File: src/rtl/cc_alu_pkg.sv
package cc_alu_pkg;

    typedef enum logic [2:0] {
        OP_AND = 3'd0,
        OP_OR  = 3'd1,
        OP_NOR = 3'd2,
        OP_SRL = 3'd3,
        OP_ADD = 3'd4,
        OP_HI  = 3'd5,
        OP_RS6 = 3'd6,
        OP_RS7 = 3'd7
    } alu_op_e;

    typedef struct packed {
        logic n;
        logic z;
        logic v;
        logic c;
    } cc_flags_t;

    function automatic logic op_writes_cc(alu_op_e op);
        return (op == OP_AND) || (op == OP_OR) || (op == OP_NOR) ||
               (op == OP_SRL) || (op == OP_ADD);
    endfunction

    function automatic logic op_is_bitwise(alu_op_e op);
        return (op == OP_AND) || (op == OP_OR) || (op == OP_NOR) ||
               (op == OP_SRL);
    endfunction

endpackage

File: src/rtl/cc_operand_sel.sv
module cc_operand_sel #(
    parameter int DATA_W = 32,
    parameter int IMM_W  = 13
) (
    input  logic              use_imm,
    input  logic [DATA_W-1:0] reg_b,
    input  logic [IMM_W-1:0]  imm,
    output logic [DATA_W-1:0] opnd_b
);
    localparam int EXT_W = DATA_W - IMM_W;

    logic [DATA_W-1:0] imm_ext;

    assign imm_ext = {{EXT_W{imm[IMM_W-1]}}, imm};

    always_comb begin
        opnd_b = use_imm ? imm_ext : reg_b;
    end
endmodule

File: src/rtl/cc_logic_unit.sv
module cc_logic_unit
    import cc_alu_pkg::*;
#(
    parameter int DATA_W = 32
) (
    input  alu_op_e           op,
    input  logic [DATA_W-1:0] a,
    input  logic [DATA_W-1:0] b,
    output logic [DATA_W-1:0] y
);
    localparam int SHAMT_W = $clog2(DATA_W);

    logic [SHAMT_W-1:0] shamt;

    assign shamt = b[SHAMT_W-1:0];

    always_comb begin
        unique case (op)
            OP_AND:  y = a & b;
            OP_OR:   y = a | b;
            OP_NOR:  y = ~(a | b);
            OP_SRL:  y = a >> shamt;
            default: y = '0;
        endcase
    end
endmodule

File: src/rtl/cc_adder.sv
module cc_adder #(
    parameter int DATA_W = 32
) (
    input  logic [DATA_W-1:0] a,
    input  logic [DATA_W-1:0] b,
    output logic [DATA_W-1:0] sum,
    output logic              carry,
    output logic              ovf
);
    localparam int MSB = DATA_W - 1;

    logic [DATA_W:0] wide;

    always_comb begin
        wide  = {1'b0, a} + {1'b0, b};
        sum   = wide[MSB:0];
        carry = wide[DATA_W];
        ovf   = (a[MSB] == b[MSB]) && (wide[MSB] != a[MSB]);
    end
endmodule

File: src/rtl/cc_flag_reg.sv
module cc_flag_reg
    import cc_alu_pkg::*;
(
    input  logic      clk,
    input  logic      rst,
    input  logic      wr_en,
    input  cc_flags_t d,
    output cc_flags_t q
);
    always_ff @(posedge clk) begin
        if (rst) begin
            q <= '0;
        end else if (wr_en) begin
            q <= d;
        end
    end
endmodule

File: src/rtl/cc_alu.sv
module cc_alu
    import cc_alu_pkg::*;
#(
    parameter int DATA_W  = 32,
    parameter int IMM_W   = 13,
    parameter int UPPER_W = 22
) (
    input  logic               clk,
    input  logic               rst,
    input  logic [2:0]         op_sel,
    input  logic               use_imm,
    input  logic [DATA_W-1:0]  rs1_val,
    input  logic [DATA_W-1:0]  rs2_val,
    input  logic [IMM_W-1:0]   imm13,
    input  logic [UPPER_W-1:0] imm22,
    input  logic               set_cc,
    output logic [DATA_W-1:0]  result,
    output logic [3:0]         cc_reg
);
    localparam int LOW_W = DATA_W - UPPER_W;
    localparam int MSB   = DATA_W - 1;

    alu_op_e           op;
    logic [DATA_W-1:0] opnd_b;
    logic [DATA_W-1:0] logic_y;
    logic [DATA_W-1:0] add_y;
    logic              add_c;
    logic              add_v;
    cc_flags_t         next_cc;
    cc_flags_t         cur_cc;
    logic              cc_wr;

    assign op = alu_op_e'(op_sel);

    cc_operand_sel #(.DATA_W(DATA_W), .IMM_W(IMM_W)) u_opnd (
        .use_imm (use_imm),
        .reg_b   (rs2_val),
        .imm     (imm13),
        .opnd_b  (opnd_b)
    );

    cc_logic_unit #(.DATA_W(DATA_W)) u_logic (
        .op (op),
        .a  (rs1_val),
        .b  (opnd_b),
        .y  (logic_y)
    );

    cc_adder #(.DATA_W(DATA_W)) u_add (
        .a     (rs1_val),
        .b     (opnd_b),
        .sum   (add_y),
        .carry (add_c),
        .ovf   (add_v)
    );

    always_comb begin
        unique case (op)
            OP_ADD:  result = add_y;
            OP_HI:   result = {imm22, {LOW_W{1'b0}}};
            OP_RS6,
            OP_RS7:  result = '0;
            default: result = logic_y;
        endcase
    end

    always_comb begin
        next_cc.z = (result == '0);
        next_cc.n = result[MSB];
        next_cc.c = (op == OP_ADD) ? add_c : 1'b0;
        next_cc.v = (op == OP_ADD) ? add_v : 1'b0;
        cc_wr     = set_cc && op_writes_cc(op);
    end

    cc_flag_reg u_ccr (
        .clk   (clk),
        .rst   (rst),
        .wr_en (cc_wr),
        .d     (next_cc),
        .q     (cur_cc)
    );

    assign cc_reg = cur_cc;
endmodule

File: config.mk
export PLATFORM = sky130hd
export DESIGN_NAME = cc_alu
export DESIGN_NICKNAME = d
export VERILOG_FILES = /design/src/rtl/cc_alu_pkg.sv /design/src/rtl/cc_operand_sel.sv /design/src/rtl/cc_logic_unit.sv /design/src/rtl/cc_adder.sv /design/src/rtl/cc_flag_reg.sv /design/src/rtl/cc_alu.sv
export SDC_FILE = /design/constraint.sdc
export NUM_CORES = 1
export LEC_CHECK = 0
export BUFFER_PORTS_ARGS = -buffer_cell sky130_fd_sc_hd__buf_4
export CAP_MARGIN = 0
export CORE_ASPECT_RATIO = 0.75
export CORE_MARGIN = 2
export CORE_UTILIZATION = 30
export CTS_CLUSTER_DIAMETER = 150
export DETAILED_ROUTE_END_ITERATION = 16
export GPL_TIMING_DRIVEN = 0
export SETUP_SLACK_MARGIN = 0.15
export SYNTH_ARGS = -nofsm -noshare
export SYNTH_HDL_FRONTEND = slang
export SYNTH_HIERARCHICAL = 1
export SYNTH_SLANG_ARGS = --single-unit
File: constraint.sdc
create_clock -name clk -period 9.6 [get_ports clk]
set_clock_uncertainty 0.05 [all_clocks]
set_input_delay 2.4 -clock clk [delete_from_list [all_inputs] [get_ports clk]]
set_output_delay 2.4 -clock clk [all_outputs]
set_load 0.05 [all_outputs]
# Yosys cells after proc, flatten, opt, wreduce, memory -nomap -nowiden
# Cells that the tools add are included.
dict set report classes {
  bitwise_logic 3
  n_eq_ne 9
  order_cmp 0
  add_sub_neg 1
  n_mux 5
  n_reduce_logical 9
  shift 1
  mul 0
  div_mod_pow 0
}
# op n
set ops {}
lappend ops {{case mux 32 bit (4 select lines)} 1}
lappend ops {{case mux 32 bit (3 select lines)} 1}
lappend ops {{adder 32 x 32 -> 33 bit} 1}
lappend ops {{AND 32 bit} 1}
lappend ops {{zero test 32 bit} 1}
lappend ops {{two-way mux 32 bit} 1}
lappend ops {{NOT 32 bit} 1}
lappend ops {{bitwise OR 32 bit} 1}
lappend ops {{right shift 32 x 5 -> 32 bit} 1}
lappend ops {{== test 3 bit, second input constant} 4}
lappend ops {{== test 3 x 2 -> 1 bit, second input constant} 2}
lappend ops {{logical OR 1 bit} 4}
lappend ops {{== test 3 x 1 -> 1 bit, second input constant} 1}
lappend ops {{zero test 3 bit} 1}
lappend ops {{logical AND 1 bit} 2}
lappend ops {{two-way mux 1 bit} 2}
lappend ops {{OR reduction 2 bit} 1}
lappend ops {{== test 1 bit} 1}
lappend ops {{!= test 1 bit} 1}
dict set report totals {
  latchBits 0
  input_bits 106
  ramBits 0
  ff_bits 4
  memories 0
  wordCells 32
  rom_bits 0
}

# Longest topological paths before layout
# Gate-level depths: netlist of the first run.
dict set report logic_depth {
  ltp_word 6
  ltp_mapped 19
}

# Cells and area by module
# The synthesis of the first run kept the hierarchy.
# mod cells_each area_each_um2 instances
set modules_own_cells {}
lappend modules_own_cells {cc_logic_unit 460 3017.9 1}
lappend modules_own_cells {cc_adder 241 1737.9 1}
lappend modules_own_cells {cc_alu 87 704.4 1}
lappend modules_own_cells {cc_operand_sel 38 551.8 1}
lappend modules_own_cells {cc_flag_reg 13 140.1 1}

# Worst setup path after synthesis of the first run
# No wires, ideal clock.
dict set report synth_path {
  kind {input to output}
  start {input use_imm}
  end {output result[26]}
  n_path_buf 2
  cell_stages 14
  arrival_ns 5.831
  required_time_ns 7.150
  slack_ns 1.319
  cell_sequence {buf_6 -> buf_12 -> mux2_4 -> ha_1 -> fa_1 -> a21oi_2 -> nor2_1 -> o31ai_4 -> o211ai_4 -> nor4b_2 -> or4b_1 -> nand3_1 -> mux2i_1 -> o2bb2ai_1}
}
dict set report synth_via {
  word_cells_on_any_way 8
}
# element line_no
set synth_lines {}
lappend synth_lines {{from (decl)} cc_alu.sv:11} ;# input logic use_imm,
lappend synth_lines {{two-way mux 32 bit} cc_operand_sel.sv:17} ;# opnd_b = use_imm ? imm_ext : reg_b;
lappend synth_lines {{net opnd_b[0]} cc_alu.sv:24} ;# logic [DATA_W-1:0] opnd_b;
lappend synth_lines {{adder 32 x 32 -> 33 bit} cc_adder.sv:15} ;# wide = {1'b0, a} + {1'b0, b};
lappend synth_lines {{net add_y[26]} cc_alu.sv:26} ;# logic [DATA_W-1:0] add_y;
lappend synth_lines {{case mux 32 bit (3 select lines)} cc_alu.sv:58} ;# unique case (op)
lappend synth_lines {{to (decl)} cc_alu.sv:17} ;# output logic [DATA_W-1:0] result,
# The timed path passes the listed nets, and every way through them passes these cells.

# Worst setup path in the final report of the first run
dict set report layout_path {
  start {input use_imm}
  end {output result[28]}
}
# The elaborated chain is that of the path after synthesis.

==> reports/results.tsv, run 1 <==
metric	value	unit
status	complete, no violations	
top_register	u_ccr/q	
setup_viol	0	
num_antenna_cells	0	
fin_nets	1122	
synthArstFlopShare	0	
antenna_found_initial	0	
portBuffers	139	
muxShareOfSynthArea	0.2937	
grt_pass1_vias	6884	
largest_reg_flops	4	
cts_tree	done	
grt_util_all_layers	0.2626	
synth-seq-cells	4	
synth_cell_types	75	
min_path_type	reg -> reg	
drv_slew	0	
finalCritPeriodShare	0.8549	
ctsHoldBuffers	0	
max_clock_freq	0.1218	GHz
crit_arrival	5.76	ns
start_util	0.3052	
cts.repair.resized	0	
die-width	169.4	um
tightest_slew	0.6854	ns
cpMostUsedCell	a211o_1	
placed_cell_area	7518	um2
r2r_end	u_ccr/q[2]$_SDFFE_PP0P_	
dp_cells	1236	
drt_iter0_markers	1076	
synth_top_family_by_area	compound AO/OA/AOI/OAI gates	
synth_xor_xnor_area_share	0.04129	
peakVddDrop	0.00003462	V
holdWs	0.4396	ns
reg_top3	u_ccr/q (4)	
final_layout_size_suffix_gt1_frac	0.2610	
critPathMaxStageDelay	0.43	ns
netlist_top_cells_count	a21oi_1 (100), mux2i_1 (77), nand2_1 (77), nor2_1 (77), o21ai_0 (57)	
path_class	in -> out	
cap_violations	0	
start_kind	input port	
num_vias	7648	
rrSetupSlack	8.97	ns
ys_warn_count	6	
ant_nets	0	
final_area	7594	um2
worst_slack	1.393	ns
hold_viol_final	0	
syn_nets	978	
cts_buffer_depth	2	
dieArea	21680	um2
maxSlewHeadroom	0.5403	
cp.required	7.15	ns
cts_root_buf	clkbuf_16	
place.detailed.hpwl	24780	um
synth_compound_area_frac	0.3260	
post_cts_buffers	0	
min_to	u_ccr/q[3]$_SDFFE_PP0P_	
synth_area	6152	um2
first_pass_iters	6	
ios	142	
yosysTopAreaCell	mux2i_1	
crit_buf_inv	3	
critPathSlowestCell	fa_1	
final_cells	1239	
die_y	128.0	um
cts.sinks	4	
fill_cells	2157	
cp_max_fo	10	
utilization	0.3767	
hold_depth	2	
p_per_area	90.98	nW/um2
min_from	u_ccr/q[3]$_SDFFE_PP0P_	
synth_top_area_share	0.1253	
tns	0	ns
clkTransAtPathRegs	0.03	ns
synth-edff-count	0	
cts_htree_levels	1	
area_growth	23.43	%
wire_per_inst	23.80	um
finalCriticalPeriod	8.207	ns
clk_latency	0.23	ns
yosys.area_share.adder	0.06833	
core-area	20160	um2
cp-end-kind	output pin	
r2r-start	u_ccr/q[2]$_SDFFE_PP0P_	
yosysSeqAreaShare	0.01302	
avgSynthCellArea	7.333	um2
vias_per_cell	6.173	
leakagePower	3.345	nW
syn_inst	839	
drc	0	
grt_pass1_wl	43370	um
cts_buffers	3	
rsz0062_at_grt	false	
synth_flop_cell	dfxtp_1	
pre_cts_ws	1.398	ns
grt_max_degree	11	
yosysMostFrequentCell	a21oi_1	
rows	45	
power	690.8	uW
grt.overflow.total	0	
synthTopCellsByArea	mux2i_1 (13%), a21oi_1 (8.1%), mux2_4 (7.3%)	
crit_chain	buf_6 -> buf_12 -> mux2_4 -> ha_1 -> fa_1 -> a21oi_2 -> nor2_1 -> o31ai_4 -> o211ai_4 -> a211o_1 -> a211o_1 -> xor2_1 -> mux2i_1 -> o2bb2ai_1 -> buf_4	
synth-simple-area-share	0.1847	
cp_top_family	compound AO/OA/AOI/OAI gates	
routed_wirelength	29480	um
gp_congestion	1.077	
reg2reg_depth	2	
## worst max-delay path by stage
stage | from | to | slack [ns] | cells after the start
floorplan | use_imm | result[26] | 1.32 | 14
global placement | use_imm | result[28] | 1.41 | 15
detailed placement | use_imm | result[28] | 1.40 | 15
CTS | use_imm | result[28] | 1.39 | 15
global route | use_imm | result[26] | 1.25 | 15
finish | use_imm | result[28] | 1.39 | 15
## logic make-up after synthesis
| family | count (synthesis) |
|---|---|
| flops | 4 |
| simple gates | 240 |
| mux | 142 |
| xor+xnor | 29 |
| compound gates | 307 |
| fa+ha+maj | 33 |
| buf+inv | 84 |
## per-layer routing
metal  track usage  wire length, um  up-vias
met3       0.06453             3678       22
li1              -                -     3477
met1        0.4007            13780     3660
met5             0                0        -
met4       0.03670              284        0
met2        0.3748            11740      489
## layout make-up
| class | instances | area [um2] | area share |
|---|---|---|---|
| clock buffers | 3 | 75.07 | 0.009886 |
| inverters | 13 | 48.80 | 0.006426 |
| multi-input cells | 751 | 5623 | 0.7405 |
| flip-flops and latches | 4 | 80.08 | 0.01055 |
| plain buffers | 71 | 400.4 | 0.05273 |
| repair buffers | 139 | 1044 | 0.1374 |
| well taps | 258 | 322.8 | 0.04251 |
## report_power, final
part	total (mW)	internal, mW	leakage (nW)	switching [mW]
registers	0.0172	0.0170	0.0323	0.000140
clock network	0.0657	0.0533	0.0370	0.0124
logic	0.608	0.235	3.28	0.373
## worst min-delay path: stages, from the launching register on
cell and delay (ns):
dfxtp_1 0.32, mux2i_1 0.06, nor2_1 0.07
## cells in the final DEF (no fill, tap or decap), types with 11 or more instances in the layout
cell | synthesis | layout
nand2_1 | 77 | 77
a21oi_1 | 100 | 100
a22o_1 | 12 | 12
mux2_4 | 30 | 30
mux2_2 | 18 | 18
clkbuf_1 | 35 | 35
buf_2 | 16 | 16
a21o_1 | 16 | 16
mux4_2 | 17 | 17
o21ai_0 | 57 | 57
xnor2_1 | 18 | 18
inv_1 | 12 | 12
o22ai_1 | 22 | 22
ha_1 | 32 | 32
nor2_1 | 77 | 77
o2bb2ai_1 | 24 | 24
xor2_1 | 11 | 11
buf_4 | 5 | 144
mux2i_1 | 77 | 77
Note: power is estimated with default switching activity, not from simulation.
==> inputs of run 2 (changes only) <==
--- a/config.mk
+++ b/config.mk
@@ -9,10 +9,11 @@
 export CAP_MARGIN = 0
 export CORE_ASPECT_RATIO = 0.75
 export CORE_MARGIN = 2
-export CORE_UTILIZATION = 30
+export CORE_UTILIZATION = 45
 export CTS_CLUSTER_DIAMETER = 150
 export DETAILED_ROUTE_END_ITERATION = 16
 export GPL_TIMING_DRIVEN = 0
+export PLACE_DENSITY = 0.69
 export SETUP_SLACK_MARGIN = 0.15
 export SYNTH_ARGS = -nofsm -noshare
 export SYNTH_HDL_FRONTEND = slang
==> reports/results.tsv, run 2 (synthesis results as in run 1) <==
metric	value	unit
cts_buffer_depth	2	
clk_latency	0.23	ns
start_util	0.4678	
power	717.4	uW
start_kind	input port	
maxSlewHeadroom	0.3713	
min_to	u_ccr/q[2]$_SDFFE_PP0P_	
fin_nets	1122	
cts_buffers	3	
reg2reg_depth	2	
fill_cells	1309	
gp_congestion	1.096	
cts.sinks	4	
drc	0	
antenna_found_initial	1	
wire_per_inst	25.84	um
ctsHoldBuffers	0	
drv_slew	0	
r2r_end	u_ccr/q[0]$_SDFFE_PP0P_	
grt.overflow.total	0	
finalCriticalPeriod	8.543	ns
dieArea	14630	um2
leakagePower	3.345	nW
crit_buf_inv	3	
cap_violations	0	
grt_util_all_layers	0.3951	
clkTransAtPathRegs	0.03	ns
worst_slack	1.057	ns
crit_arrival	6.09	ns
top_register	u_ccr/q	
area_growth	21.74	%
cp.required	7.15	ns
cp_max_fo	10	
r2r-start	u_ccr/q[0]$_SDFFE_PP0P_	
path_class	in -> out	
core-area	13150	um2
setup_viol	0	
utilization	0.5694	
reg_top3	u_ccr/q (4)	
hold_viol_final	0	
drt_iter0_markers	1202	
first_pass_iters	5	
portBuffers	139	
finalCritPeriodShare	0.8898	
rrSetupSlack	8.92	ns
pre_cts_ws	1.211	ns
min_from	u_ccr/q[2]$_SDFFE_PP0P_	
largest_reg_flops	4	
critPathSlowestCell	or4b_1	
tightest_slew	0.9331	ns
p_per_area	95.78	nW/um2
die-width	139.0	um
final_cell_mix	buf_4 (144), a21oi_1 (100), nand2_1 (77), mux2i_1 (77), nor2_1 (77)	
final_layout_size_suffix_gt1_frac	0.2610	
rows	36	
peakVddDrop	0.0001339	V
status	complete, no violations	
crit_chain	buf_6 -> buf_12 -> mux2_4 -> ha_1 -> fa_1 -> a21oi_2 -> nor2_1 -> o31ai_4 -> o211ai_4 -> nor4b_2 -> or4b_1 -> nand3_1 -> mux2i_1 -> o2bb2ai_1 -> buf_4	
holdWs	0.4614	ns
grt_max_degree	11	
place.detailed.hpwl	24660	um
critPathMaxStageDelay	0.50	ns
ant_nets	0	
tns	0	ns
cp-end-kind	output pin	
cp_top_family	simple AND/OR/NAND/NOR gates	
cts_htree_levels	1	
rsz0062_at_grt	false	
hold_depth	2	
routed_wirelength	29810	um
mostFrequentLayoutCell	buf_4	
post_cts_buffers	0	
cts.repair.resized	0	
num_vias	7722	
cts_root_buf	clkbuf_16	
cts_tree	done	
vias_per_cell	6.692	
grt_pass1_vias	6992	
max_clock_freq	0.1171	GHz
die_y	105.3	um
min_path_type	reg -> reg	
grt_pass1_wl	44300	um
ios	142	
==> run 2: cell count changes in the layout (fill, tap and decap cells not counted), sizes merged <==
cell | before | now
diode | 0 | 2
==> run 2: worst reg2reg max path: cells and delay by family, from the launching register on <==
kind	cells	cell delay (ns)
flops	1	0.30
mux	1	0.15
simple gates	1	0.06
==> run 2: final cells by class <==
| class | count | area (um2) | area share |
|---|---|---|---|
| multi-input combinational | 751 | 5623 | 0.7508 |
| timing repair buffer | 139 | 1044 | 0.1393 |
| buffer | 71 | 400.4 | 0.05346 |
| tap | 171 | 214.0 | 0.02857 |
| sequential | 4 | 80.08 | 0.01069 |
| clock buffer | 3 | 75.07 | 0.01002 |
| inverter | 13 | 48.80 | 0.006515 |
| antenna | 2 | 5.005 | 0.0006682 |
==> run 2: worst max path at each step <==
stage            start    endpoint  cells past startpoint
2_1_floorplan  use_imm  result[26]                     14
3_3_place_gp   use_imm  result[26]                     15
3_5_place_dp   use_imm  result[26]                     15
4_1_cts        use_imm  result[26]                     15
5_1_grt        use_imm  result[26]                     15
6_report       use_imm  result[26]                     15
==> run 2: routing by layer <==
metal,vias up,part of all wire,track usage
li1,3483,-,-
met1,3606,0.44,0.5902
met2,599,0.36,0.4979
met3,34,0.18,0.2095
met4,0,0.012,0.05267
met5,-,0,0
==> run 2: report_power, final <==
| part | switching (mW) | total, mW | internal, mW | leakage [nW] |
|---|---|---|---|---|
| clock | 0.0127 | 0.0660 | 0.0533 | 0.0370 |
| combinational | 0.400 | 0.634 | 0.234 | 3.28 |
| sequential | 0.000149 | 0.0172 | 0.0170 | 0.0323 |
| total | 0.413 | 0.717 | 0.305 | 3.34 |
==> run 2: metrics by stage <==
stage	cells	cell area (um2)
6_report	1154	7490
5_1_grt	1152	7485
3_5_place_dp	1149	7410
4_1_cts	1152	7485
3_3_place_gp	1149	7410
2_1_floorplan	839	6152
